<file path="src/rtl/lockout_pkg.sv">
package lockout_pkg;

  typedef enum logic [1:0] {
    WS_IDLE = 2'd0,
    WS_MEM  = 2'd1,
    WS_PWD  = 2'd2
  } wipe_state_t;

endpackage

</file>
<file path="src/rtl/lockout_fail_counter.sv">
module lockout_fail_counter #(
  parameter int CNT_W      = 4,
  parameter int FAIL_LIMIT = 8
) (
  input  logic             clk,
  input  logic             rst,
  input  logic             fail_pulse,
  input  logic             clear,
  output logic [CNT_W-1:0] count,
  output logic             overflow
);

  localparam logic [CNT_W-1:0] LIMIT_V = CNT_W'(FAIL_LIMIT);
  localparam logic [CNT_W-1:0] SAT_V   = {CNT_W{1'b1}};

  // Overflow is the failure that arrives with the count already at the limit.
  assign overflow = fail_pulse && (count == LIMIT_V);

  always_ff @(posedge clk) begin
    if (rst) begin
      count <= '0;
    end else if (clear) begin
      count <= '0;
    end else if (fail_pulse && (count != SAT_V)) begin
      count <= count + 1'b1;
    end
  end

endmodule

</file>
<file path="src/rtl/lockout_wipe_seq.sv">
module lockout_wipe_seq
  import lockout_pkg::*;
#(
  parameter int  MEM_DEPTH = 16,
  parameter int  NUM_PWD   = 2,
  localparam int ADDR_W    = (MEM_DEPTH > 1) ? $clog2(MEM_DEPTH) : 1,
  localparam int PIDX_W    = (NUM_PWD > 1) ? $clog2(NUM_PWD) : 1
) (
  input  logic              clk,
  input  logic              rst,
  input  logic              start,
  output logic              busy,
  output logic              finish,
  output logic              mem_we,
  output logic [ADDR_W-1:0] mem_addr,
  output logic              pwd_we,
  output logic [PIDX_W-1:0] pwd_idx
);

  localparam logic [ADDR_W-1:0] LAST_ADDR = ADDR_W'(MEM_DEPTH - 1);
  localparam logic [PIDX_W-1:0] LAST_PWD  = PIDX_W'(NUM_PWD - 1);

  wipe_state_t state;

  // Last cycle of the sequence: the final password register is being cleared.
  assign finish = (state == WS_PWD) && (pwd_idx == LAST_PWD);

  always_ff @(posedge clk) begin
    if (rst) begin
      state    <= WS_IDLE;
      busy     <= 1'b0;
      mem_we   <= 1'b0;
      mem_addr <= '0;
      pwd_we   <= 1'b0;
      pwd_idx  <= '0;
    end else begin
      unique case (state)
        WS_IDLE: begin
          if (start) begin
            state    <= WS_MEM;
            busy     <= 1'b1;
            mem_we   <= 1'b1;
            mem_addr <= '0;
          end
        end
        WS_MEM: begin
          if (mem_addr == LAST_ADDR) begin
            state   <= WS_PWD;
            mem_we  <= 1'b0;
            pwd_we  <= 1'b1;
            pwd_idx <= '0;
          end else begin
            mem_addr <= mem_addr + 1'b1;
          end
        end
        WS_PWD: begin
          if (pwd_idx == LAST_PWD) begin
            state  <= WS_IDLE;
            pwd_we <= 1'b0;
            busy   <= 1'b0;
          end else begin
            pwd_idx <= pwd_idx + 1'b1;
          end
        end
        default: begin
          state  <= WS_IDLE;
          busy   <= 1'b0;
          mem_we <= 1'b0;
          pwd_we <= 1'b0;
        end
      endcase
    end
  end

endmodule

</file>
<file path="src/rtl/lockout_access_latch.sv">
module lockout_access_latch (
  input  logic clk,
  input  logic rst,
  input  logic grant_set,
  input  logic revoke,
  output logic granted
);

  // A new grant takes priority over a revoke in the same cycle.
  always_ff @(posedge clk) begin
    if (rst) begin
      granted <= 1'b0;
    end else if (grant_set) begin
      granted <= 1'b1;
    end else if (revoke) begin
      granted <= 1'b0;
    end
  end

endmodule

</file>
<file path="src/rtl/pwd_lockout_ctrl.sv">
module pwd_lockout_ctrl #(
  parameter int  MEM_DEPTH  = 16,
  parameter int  CNT_W      = 4,
  parameter int  FAIL_LIMIT = 8,
  localparam int ADDR_W     = (MEM_DEPTH > 1) ? $clog2(MEM_DEPTH) : 1
) (
  input  logic              clk,
  input  logic              rst,
  input  logic              cmp_done,
  input  logic              cmp_match,
  input  logic              session_end,
  output logic              access_granted,
  output logic              wipe_busy,
  output logic [CNT_W-1:0]  fail_count,
  output logic              wipe_mem_we,
  output logic [ADDR_W-1:0] wipe_mem_addr,
  output logic              wipe_pwd_we,
  output logic [0:0]        wipe_pwd_idx
);

  localparam int NUM_PWD = 2;

  logic attempt_ok;
  logic match_hit;
  logic fail_hit;
  logic overflow;
  logic wipe_finish;

  // Attempts are accepted only outside the wipe.
  assign attempt_ok = cmp_done && !wipe_busy;
  assign match_hit  = attempt_ok && cmp_match;
  assign fail_hit   = attempt_ok && !cmp_match;

  lockout_fail_counter #(
    .CNT_W      (CNT_W),
    .FAIL_LIMIT (FAIL_LIMIT)
  ) u_cnt (
    .clk        (clk),
    .rst        (rst),
    .fail_pulse (fail_hit),
    .clear      (match_hit || wipe_finish),
    .count      (fail_count),
    .overflow   (overflow)
  );

  lockout_wipe_seq #(
    .MEM_DEPTH (MEM_DEPTH),
    .NUM_PWD   (NUM_PWD)
  ) u_wipe (
    .clk      (clk),
    .rst      (rst),
    .start    (overflow),
    .busy     (wipe_busy),
    .finish   (wipe_finish),
    .mem_we   (wipe_mem_we),
    .mem_addr (wipe_mem_addr),
    .pwd_we   (wipe_pwd_we),
    .pwd_idx  (wipe_pwd_idx)
  );

  lockout_access_latch u_acc (
    .clk       (clk),
    .rst       (rst),
    .grant_set (match_hit),
    .revoke    (session_end || overflow),
    .granted   (access_granted)
  );

endmodule

</file>
<file path="config.mk">
export PLATFORM = sky130hd
export DESIGN_NAME = pwd_lockout_ctrl
export DESIGN_NICKNAME = d
export VERILOG_FILES = /design/src/rtl/lockout_pkg.sv /design/src/rtl/lockout_fail_counter.sv /design/src/rtl/lockout_wipe_seq.sv /design/src/rtl/lockout_access_latch.sv /design/src/rtl/pwd_lockout_ctrl.sv
export SDC_FILE = /design/constraint.sdc
export NUM_CORES = 1
export LEC_CHECK = 0
export BUFFER_PORTS_ARGS = -buffer_cell sky130_fd_sc_hd__buf_2
export CAP_MARGIN = 25
export CELL_PAD_IN_SITES_DETAIL_PLACEMENT = 2
export CELL_PAD_IN_SITES_GLOBAL_PLACEMENT = 2
export CORE_AREA = 3 3 54 56
export DETAILED_ROUTE_END_ITERATION = 8
export DIE_AREA = 0 0 57 59
export GPL_TIMING_DRIVEN = 0
export PLACE_DENSITY_LB_ADDON = 0.1
export SLEW_MARGIN = 30
export SYNTH_ARGS = -nofsm -noshare
export SYNTH_HDL_FRONTEND = slang
export SYNTH_SLANG_ARGS = --single-unit
</file>
<file path="constraint.sdc">
create_clock -name clk -period 3.6 [get_ports clk]
set_clock_uncertainty 0.15 [all_clocks]
set_input_delay 1.08 -clock clk [delete_from_list [all_inputs] [get_ports clk]]
set_output_delay 1.08 -clock clk [all_outputs]
set_load 0.01 [all_outputs]
</file>
# After elaboration in Yosys (flattened, before gate mapping)

Cells that the tools add are included.

Logic and storage cells: 62
Bits in registers: 15
Output and inout port bits: 13
Bits of input ports: 5

Add/subtract/negate cells: 3
Reductions and logical operators: 21
Mux-type cells: 18
Bitwise gates (word level): 3
Equal/unequal tests: 9

Operators by type and width:

| operator                                             | number |
|---|---|
| AND reduction 3 bit                                  | 5 |
| case mux 1 bit (3 select lines)                      | 3 |
| adder 4 x 1 -> 4 bit (second input constant)         | 2 |
| equality test 4 bit (second input constant)          | 2 |
| 2-to-1 mux 4 bit                                     | 2 |
| case mux 4 bit (2 select lines)                      | 1 |
| 2-to-1 mux 1 bit                                     | 7 |
| logical AND 1 bit                                    | 6 |
| 2-to-1 mux 2 bit                                     | 3 |
| case mux 2 bit (3 select lines)                      | 1 |
| nonzero test 2 bit                                   | 3 |
| != test 2 x 1 -> 1 bit (second input constant)       | 2 |
| != test 2 bit (second input constant)                | 2 |
| != test 4 bit (second input constant)                | 1 |
| NOT 1 bit                                            | 3 |
| equality test 2 x 1 -> 1 bit (second input constant) | 1 |
| equality test 2 bit (second input constant)          | 1 |
| logical NOT 1 bit                                    | 2 |
| logical NOT 2 bit                                    | 1 |
| logical OR 1 bit                                     | 2 |
| case mux 1 bit (2 select lines)                      | 1 |
| AND reduction 2 bit                                  | 1 |
| OR reduction 2 bit                                   | 1 |
| adder 1 bit (second input constant)                  | 1 |

# Depth between registers and ports, before layout

Gate-level depths: netlist of run 1.

Depth after elaboration: 7
Depth in mapped cells: 6

# By module

A second synthesis of run 1 with hierarchy kept.

Cell total of the unflattened synthesis: 86
Area total of the unflattened synthesis: 775.7 µm²

Modules (own cells, without submodules):

| module               | times used | area each (µm²) | cells an instance | sequential area each (µm²) |
|---|---|---|---|---|
| lockout_wipe_seq     | 1          | 464.2           | 53                | 200.2 |
| lockout_fail_counter | 1          | 244.0           | 25                | 80.1 |
| lockout_access_latch | 1          | 38.8            | 4                 | 20.0 |
| pwd_lockout_ctrl     | 1          | 28.8            | 4                 | 0.0 |

# Least setup slack after synthesis of run 1

No wires, ideal clock.

Kind: input port to flip-flop
Start: input cmp_match
End: register u_wipe.mem_addr[0]
Library setup time: 121 ps
Arrival time: 1988 ps
Slack: 1340 ps
Buffers on the path: 0
Stages: 4
Cells stage by stage: or3b_4 > o21ai_2 > a21oi_2 > mux2_4

Longest elaborated chain between the ends: 5

RTL lines:

| element                              | RTL line                   | text |
|---|---|---|
| from (decl)                          | pwd_lockout_ctrl.sv:10     | `input logic cmp_match,` |
| logical NOT 1 bit                    | pwd_lockout_ctrl.sv:32     | `assign fail_hit = attempt_ok && !cmp_match;` |
| logical AND 1 bit                    | pwd_lockout_ctrl.sv:32     |  |
| logical AND 1 bit                    | lockout_fail_counter.sv:17 | `assign overflow = fail_pulse && (count == LIMIT_V);` |
| != test 2 bit (no source line)       | --                         |  |
| AND reduction 3 bit (no source line) | --                         |  |
| to (signal assigned)                 | lockout_wipe_seq.sv:53     | `mem_addr <= mem_addr + 1'b1;` |
| to (decl)                            | lockout_wipe_seq.sv:15     | `output logic [ADDR_W-1:0] mem_addr,` |

Every way passes these cells.
A chain may end at the register's enable or synchronous reset.

# Worst setup path in the final report of run 1

Start: register u_cnt.count[2]
End: output fail_count[2]

RTL lines:

| element                | RTL line                   | text |
|---|---|---|
| from (decl)            | lockout_fail_counter.sv:9  | `output logic [CNT_W-1:0] count,` |
| from (signal assigned) | lockout_fail_counter.sv:25 | `count <= count + 1'b1;` |
| to (decl)              | pwd_lockout_ctrl.sv:14     | `output logic [CNT_W-1:0] fail_count,` |

No word-level cell between the ends.

==> impl_results.md, run 1 <==
- Post-route ant nets: 0
- Crit path capture type: primary output
- Seq/Total Area, Yosys: a little under two fifths
- Fin. Hold Viols: 0
- Leak pwr: 0.000407 uW
- Reg2Reg Depth: 4
- Total power: 297 uW
- CP bufs+invs: 1
- Max-slew violations: 0
- Vias in the first global route: 780
- Mapped Cells: 90
- Diodes inserted: 0
- I/O pins: 18
- DP Area: 940 sq um
- # resized after CTS: 0
- CTS H-tree depth: 1
- Starting density of the core: 33.0%
- Highest clock rate: about 450 MHz
- Slew HR: 71.6%
- Final WL: between 2 and 2.5 mm
- Max incr delay on CP: 0.52 ns
- TritonRoute pass-1 iters: 4
- GRT Resource Usage Total: 14.0%
- EDFF count, synth: 0
- Final setup viols: 0
- Deepest clock path buffer count: 2
- Status: complete, no violations
- Worst Path Required: 2.37 ns
- Drt wl/cell: 14.9 um
- Power Density: 307 nW/um^2
- Final instance area: between 900 and 1000 sq um
- Final core occ: 39.0%
- TritonCTS buffer count: 3
- Crit path cell chain: buf_2
- Worst path arrival time: 1.00 ns
- Core Region: 2480 sq um
- Crit path max fanout: 8
- Setup TNS Final: 0 ns
- HPWL after DPL: 1.65 mm
- # DRC: 0
- Hold_buf cts: 0
- Primary FF master, synth: dfxtp_1
- Hold Crit Depth: 2
- Post-layout worst setup margin: ~1.4 ns
- First-pass GRT wire length: 3.68 mm
- Worst-path clk slew: 0.11 ns
- Die width: ~57 um
- Yosys synthesis warning count: 0
- Synth unique cells: 40
- Die Height: roughly 60 um
- Ys async rst share: 0%
- Maximum vdd ir drop: 0.000139 V
- Clock Latency Late Sink: a little under 0.3 ns
- GRT overflow: 0
- Period utilization: 61.9%
- Area delta synth->final: 18.4%
- Initial antenna violation count: 0
- Final GP Congestion: 0.689
- Worst setup SP type: flop
- RSZ-0062 raised after global routing: false
- Num Clock Sinks: 15
- Post-synthesis register bit count: 15
- Initial DRC count: 19
- Critical path's top delay family: flip-flops
- Critical path depth: 1
- Post-synthesis cell area: 817 sq um
- # port buffers: 17
- Final min period: about 2.2 ns
- Clk root buf: clkbuf_4
- CTS tree: yes
- Post-Syn Nets: 98
- Pre-CTS setup slack: 1.10 ns
- Slew @ Worst Pin: between 0.4 and 0.5 ns
- Num rows: 18
- Vias per cell: 5.30
- Fraction of layout cells with a size suffix above 1: between 20 and 30%
- Buffers inserted by post-CTS timing repair: 0
- Largest net degree at the start of global routing: 11
- DIE AREA: 3360 sq um
- Critical path class: flop to primary output
- Max-cap violations: 0
- Total number of vias: 747
- Worst hold path class: flop to flop
- Flop-to-flop setup slack: between 1.5 and 2 ns
- Slowest CP cell: dfxtp_1
- Post-synthesis area per instance: between 9 and 10 sq um
- Nets: 120
-- per-stage QoR --
step | hold slack, ns | cells
finish | 0.377 | 141
global route | 0.457 | 141
CTS | 0.390 | 141
detailed placement | 0.362 | 137
global placement | 0.336 | 137
floorplan | 0.390 | 90
-- synthesized netlist by cell type, types with 2 or more instances --
library cell  instances  share of area, %
dfxtp_1              15                37
nor2_1               11               5.1
a21oi_1               7               4.3
nand2_1               6               2.8
inv_1                 5               2.3
ha_1                  3               4.6
nor2b_1               3               2.3
nor3_1                3               1.8
a211oi_1              2               1.8
nand2b_1              2               1.5
nand4_1               2               1.5
o21ai_0               2               1.2
o21bai_1              2               1.8
-- worst min-delay path: stages, from the launching register on --
cell     delay [ns]
dfxtp_1        0.36
a21oi_1        0.07
nor2_1         0.07
-- report_power, final --
group	leakage [uW]	switching (uW)	internal, uW	total (uW)
Combinational	0.000268	14.0	11.2	25.2
Sequential	0.000121	1.89	168	170
Clock	0.0000177	60.1	41.2	101
-- area by class of cell --
class                   instances  area (sq um)
fillers                       292          1510
multi-input cells              66           457
flip-flops and latches         15           300
repair buffers                 17          85.1
plain buffers                   4          41.3
well taps                      30          37.5
clock buffers                   3          22.5
inverters                       5          18.8
clock inverters                 1          5.00
-- path summary, 6_finish.rpt --
| check | startpoint | endpoint |
|---|---|---|
| max reg2reg | u_wipe.busy | u_wipe.mem_addr[0] |
| min reg2reg | u_wipe.pwd_we | u_wipe.pwd_we |
| max | u_cnt.count[2] | fail_count[2] |
| min | u_wipe.pwd_we | u_wipe.pwd_we |
-- cells in the final DEF, fill, tap and decap left out, types with 2 or more instances in the layout --
master	n
a21oi_1	7
o21bai_1	2
nor3_1	3
nand2_1	6
clkbuf_4	3
nor2b_1	3
nand2b_1	2
buf_2	17
dfxtp_1	15
inv_1	5
o21ai_0	2
a211oi_1	2
nor2_1	11
nand4_1	2
ha_1	3
-- kinds of logic after synthesis --
family | Yosys count | synth area share (%)
multiplexers | 2 | 3.06
flip-flops | 15 | 36.8
AND/OR/NAND/NOR | 35 | 25.3
buffers and inverters | 9 | 7.35
AO/OA/AOI/OAI | 26 | 23.0
adder cells (fa/ha/maj) | 3 | 4.59
-- flip-flops by register name (all words and copies together) (netlist names) --
register / cells
u_wipe.state: 2
u_cnt.count: 4
u_wipe.busy: 1
u_acc.granted: 1
u_wipe.mem_addr: 4
u_wipe.pwd_we: 1
u_wipe.mem_we: 1
u_wipe.pwd_idx: 1
-- per-layer routing --
layer,share of wire (%),track usage (%),vias to the layer above
li1,-,-,367
met4,0.71,3.97,0
met3,4.1,2.61,2
met5,0,0,-
met1,48,17.9,364
met2,48,24.0,14
Power figures use the tool's default switching activity.
==> inputs of run 2 (changes only) <==
- CORE_AREA: 3 3 54 56 -> 3 3 56 58
- DIE_AREA: 0 0 57 59 -> 0 0 59 61
- clock period: 3.6 -> 2.3 ns (I/O delays scaled with it)
==> impl_results.md, run 2 (synthesis gave the netlist of run 1 again) <==
- Status: complete, no violations
- Hold_buf cts: 0
- Area delta synth->final: 18.4%
- Num Clock Sinks: 15
- Flop-to-flop setup slack: a little over 0.6 ns
- First-pass GRT wire length: 3.77 mm
- Crit path cell chain: buf_2
- Initial antenna violation count: 0
- Fin. Hold Viols: 0
- Clock power frac: 34.4%
- Leak pwr: 0.000404 uW
- Worst Path Required: about 1.5 ns
- Combinational fraction of design power: ~8.5%
- Worst path arrival time: 1.03 ns
- Crit path max fanout: 8
- Core Region: about 2700 sq um
- HPWL after DPL: 1.74 mm
- Reg2Reg Depth: 4
- Diodes inserted: 0
- Slew @ Worst Pin: 0.425 ns
- CTS tree: yes
- Clock Latency Late Sink: around 0.29 ns
- DIE AREA: 3600 sq um
- Worst-path clk slew: 0.09 ns
- Post-route ant nets: 0
- # DRC: 0
- Fillers: 323
- Deepest clock path buffer count: 2
- Vias per cell: ~5.3
- Die Height: 61 um
- Most common cell after layout, fill and taps aside: buf_2
- Fraction of layout cells with a size suffix above 1: 27.9%
- Power Density: between 400 and 500 nW/um^2
- Worst hold path class: flop to flop
- Vias in the first global route: 793
- Final setup viols: 0
- Terminus of the critical flop-to-flop path: u_wipe.mem_addr[0]
- # port buffers: 17
- Initial DRC count: 14
- GRT overflow: 0
- Total number of vias: 756
- Final WL: 2.30 mm
- Most frequent cells in the layout: 17 x buf_2, 15 x dfxtp_1, 11 x nor2_1, 7 x a21oi_1, 6 x nand2_1
- Largest net degree at the start of global routing: 11
- Switching Share: 25.4%
- TritonRoute pass-1 iters: 3
- Buffers inserted by post-CTS timing repair: 0
- Slowest CP cell: dfxtp_1
- Seq pwr share: between 50 and 60%
- Final min period: 1.87 ns
- Worst r2r src: u_wipe.busy
- Critical path's top delay family: flip-flops
- RSZ-0062 raised after global routing: false
- GRT Resource Usage Total: between 10% and 20%
- Highest clock rate: 535 MHz
- Setup TNS Final: 0 ns
- Clk root buf: clkbuf_4
- Total power: 467 uW
- Largest registers: u_cnt.count: 4 flops, u_wipe.mem_addr: 4 flops, u_wipe.state: 2 flops
- Psw: 118 uW
- Max-cap violations: 0
- CP bufs+invs: 1
- Period utilization: 81.2%
- Max incr delay on CP: 0.54 ns
- P_int: between 300 and 400 uW
- Worst setup SP type: flop
- Drt wl/cell: 16.2 um
- Maximum vdd ir drop: about 0.00025 V
- Num rows: 19
- Starting density of the core: a little under a third
- Crit path capture type: primary output
- Final GP Congestion: 0.681
- Critical path depth: 1
- Critical path class: flop to primary output
- Nets: 120
- Max-slew violations: 0
- Worst setup path start: u_cnt.count[2]
- Crit path to: fail_count[2]
- Die width: ~59 um
- CTS H-tree depth: 1
- TritonCTS buffer count: 3
- Slew HR: 71.6%
- I/O pins: 18
- # resized after CTS: 0
==> run 2: how the worst min path moves through the flow <==
stage / from / to / slack [ns] / cells past startpoint
after floorplan: u_wipe.pwd_we / u_wipe.pwd_we / 0.39 / 2
final: u_wipe.pwd_we / u_wipe.pwd_we / 0.37 / 2
after global placement: u_wipe.pwd_we / u_wipe.pwd_we / 0.35 / 2
after CTS: u_wipe.pwd_we / u_wipe.pwd_we / 0.38 / 2
after detailed placement: u_wipe.pwd_we / u_wipe.pwd_we / 0.35 / 2
after global routing: u_wipe.pwd_we / u_wipe.pwd_we / 0.42 / 2
==> run 2: through the flow <==
stage          area [sq um]  util [%]  hold WS, ns  std cells  worst slack [ns]
6_report                967      35.7        0.368        142             0.433
3_5_place_dp            941      34.7        0.355        138             0.178
5_1_grt                 967      35.7        0.422        142             0.379
3_3_place_gp            941      34.7        0.350        138             0.201
4_1_cts                 967      35.7        0.381        142             0.410
2_1_floorplan           817         -        0.390         90             0.430
==> run 2: metal layers <==
layer	GRT usage, %	part of all wire, %
met2	24.3	50
met3	2.13	3.5
met5	0	0
met1	17.3	45
met4	6.80	0.78
==> run 2: power groups by stage <==
stage	sequential, uW	combinational (uW)	clock (uW)
6_report	267	39.5	161
4_1_cts	267	40.3	169
3_3_place_gp	272	38.3	0
5_1_grt	267	43.7	179
3_5_place_dp	273	39.4	0
2_1_floorplan	274	22.4	0
==> run 2: area by class of cell <==
class                   count  area, sq um  area share [%]
multi-input cells          66          457            47.2
inverters                   5         18.8            1.94
flip-flops and latches     15          300            31.0
well taps                  31         38.8            4.01
repair buffers             17         85.1            8.80
clock buffers               4         26.3            2.72
plain buffers               4         41.3            4.27
==> inputs of run 3 (changes only) <==
- CORE_AREA: 3 3 56 58 -> 3 3 59 61
- DIE_AREA: 0 0 59 61 -> 0 0 62 64
- clock period: 2.3 -> 1.5 ns (I/O delays scaled with it)
==> impl_results.md, run 3 (synthesis gave the netlist of run 1 again) <==
- Status: finished with violations
- Failing checks: setup timing
- Critical path class: flop to flop
- Deepest clock path buffer count: 2
- HPWL after DPL: 1.65 mm
- Max-cap violations: 0
- Num Clock Sinks: 15
- Final setup viols: 4
- Hold_buf cts: 0
- Vias in the first global route: 836
- Post-placement cell count: 151
- I/O pins: 18
- Highest clock rate: 650 MHz
- Total number of vias: approximately 780
- Crit path capture type: flop
- Combinational fraction of design power: 9.4%
- Hold endpoint: u_acc.granted
- Num rows: 20
- Maximum vdd ir drop: 0.000306 V
- Nets: 126
- First-pass GRT wire length: 3.91 mm
- Final core occ: 37.5%
- Max-slew violations: 0
- Fillers: 346
- Most frequent cells in the layout: 17 x buf_2, 11 x nor2_1, 7 x a21oi_1
- Area delta synth->final: 39.1%
- Worst path arrival time: 1.56 ns
- P_int: 530 uW
- Most common cell after layout, fill and taps aside: buf_2
- # port buffers: 17
- Final min period: between 1.5 and 2 ns
- Post-layout worst setup margin: -0.0379 ns
- Crit path max fanout: 4
- Switching Share: about a quarter
- Clk root buf: clkbuf_4
- DP Area: 965 sq um
- Leak pwr: 0.000449 uW
- Psw: 184 uW
- Max incr delay on CP: 0.41 ns
- Initial DRC count: 31
- Final cell count without fillers: 161
- Core Region: between 3000 and 4000 sq um
- Hold Crit Start: cmp_match
- Worst-path clk slew: about 0.10 ns
- Reg2Reg Depth: 4
- CTS H-tree depth: 1
- Drt wl/cell: 14.2 um
- Post-route ant nets: 0
- Clock power frac: around a third
- Die width: 62 um
- GRT overflow: 0
- Slew HR: between 60 and 70%
- Slew @ Worst Pin: between 0.4 and 0.5 ns
- Period utilization: 103%
- Final GP Congestion: 0.715
- Starting density of the core: 27.0%
- Terminus of the critical flop-to-flop path: u_wipe.mem_addr[2]
- Final instance area: between 1000 and 1500 sq um
- # DRC: 0
- CTS tree: yes
- Initial antenna violation count: 0
- Worst r2r src: u_wipe.busy
- Seq pwr share: 56.3%
- Crit path cell chain: or3b_4 > nor4_4 > buf_4 > o22ai_2
- Worst setup SP type: flop
- TritonRoute pass-1 iters: 2
- Final WL: between 2 and 2.5 mm
- RSZ-0062 raised after global routing: true
- DIE AREA: 3970 sq um
- Clock Latency Late Sink: 0.29 ns
- Largest net degree at the start of global routing: 11
- Worst Path Required: around 1.5 ns
- Hold Crit Depth: 3
- Fin. Hold Viols: 0
- Power Density: roughly 630 nW/um^2
- Flop-to-flop setup slack: -0.04 ns
- Die Height: 64 um
- GRT Resource Usage Total: between 10% and 20%
- Setup TNS Final: -0.0669 ns
- Slowest CP cell: or3b_4
- TritonCTS buffer count: 3
- Vias per cell: a little under 5
- Largest registers: u_cnt.count: 4 flops, u_wipe.mem_addr: 4 flops, u_wipe.state: 2 flops
- Diodes inserted: 0
- Worst hold path class: input pin to flop
- Fraction of layout cells with a size suffix above 1: 47.9%
-- run 3: repair_timing --
action	CTS	global route
pin swaps	7	3
setup buffers	5	1
setup endpoints to repair	14	17
resized for setup	14	18
endpoints found under the hold margin	0	0
-- run 3: routing by layer --
| layer | up-vias | GRT usage, % | wire length, um | share of wire, % |
|---|---|---|---|---|
| li1 | 381 | - | - | - |
| met1 | 381 | 17.4 | 1130 | 50 |
| met2 | 18 | 19.8 | 1050 | 46 |
| met3 | 2 | 3.64 | 74 | 3.2 |
| met4 | 0 | 3.98 | 18 | 0.79 |
| met5 | - | 0 | 0 | 0 |
-- run 3: how the worst max path moves through the flow --
stage | startpoint | endpoint
2_1_floorplan | cmp_match | u_wipe.mem_addr[0]
3_3_place_gp | cmp_match | u_wipe.busy
4_1_cts | u_wipe.busy | u_wipe.busy
5_1_grt | u_wipe.busy | u_wipe.busy
3_5_place_dp | cmp_match | u_wipe.busy
6_report | u_wipe.busy | u_wipe.mem_addr[2]
-- run 3: layout make-up --
type	instances	area, sq um	share of cell area [%]
plain buffers	4	42.5	3.74
clock buffers	4	26.3	2.31
inverters	5	21.3	1.87
multi-input cells	66	531	46.7
flip-flops and latches	15	324	28.5
well taps	44	55.1	4.85
repair buffers	23	136	12.0
-- run 3: metrics by stage --
stage          total power, uW  hold slack [ns]  setup slack [ns]
2_1_floorplan              455            0.390           -0.0958
3_3_place_gp               477            0.339            -0.351
3_5_place_dp               479            0.392            -0.370
4_1_cts                    739            0.318            -0.103
5_1_grt                    765            0.331            -0.135
6_report                   714            0.326           -0.0379
-- run 3: worst max-delay path, delay by kind of cell (launching register included) --
family	cells	cell delay (ns)
compound gates	1	0.05
buf+inv	1	0.17
flops	1	0.34
simple gates	2	0.71
-- run 3: power by group through the flow --
stage	clock (uW)	combinational, uW	sequential (uW)
2_1_floorplan	0	34.8	421
3_3_place_gp	0	58.9	418
3_5_place_dp	0	61.2	418
4_1_cts	266	65.4	408
5_1_grt	288	73.9	403
6_report	246	66.9	402
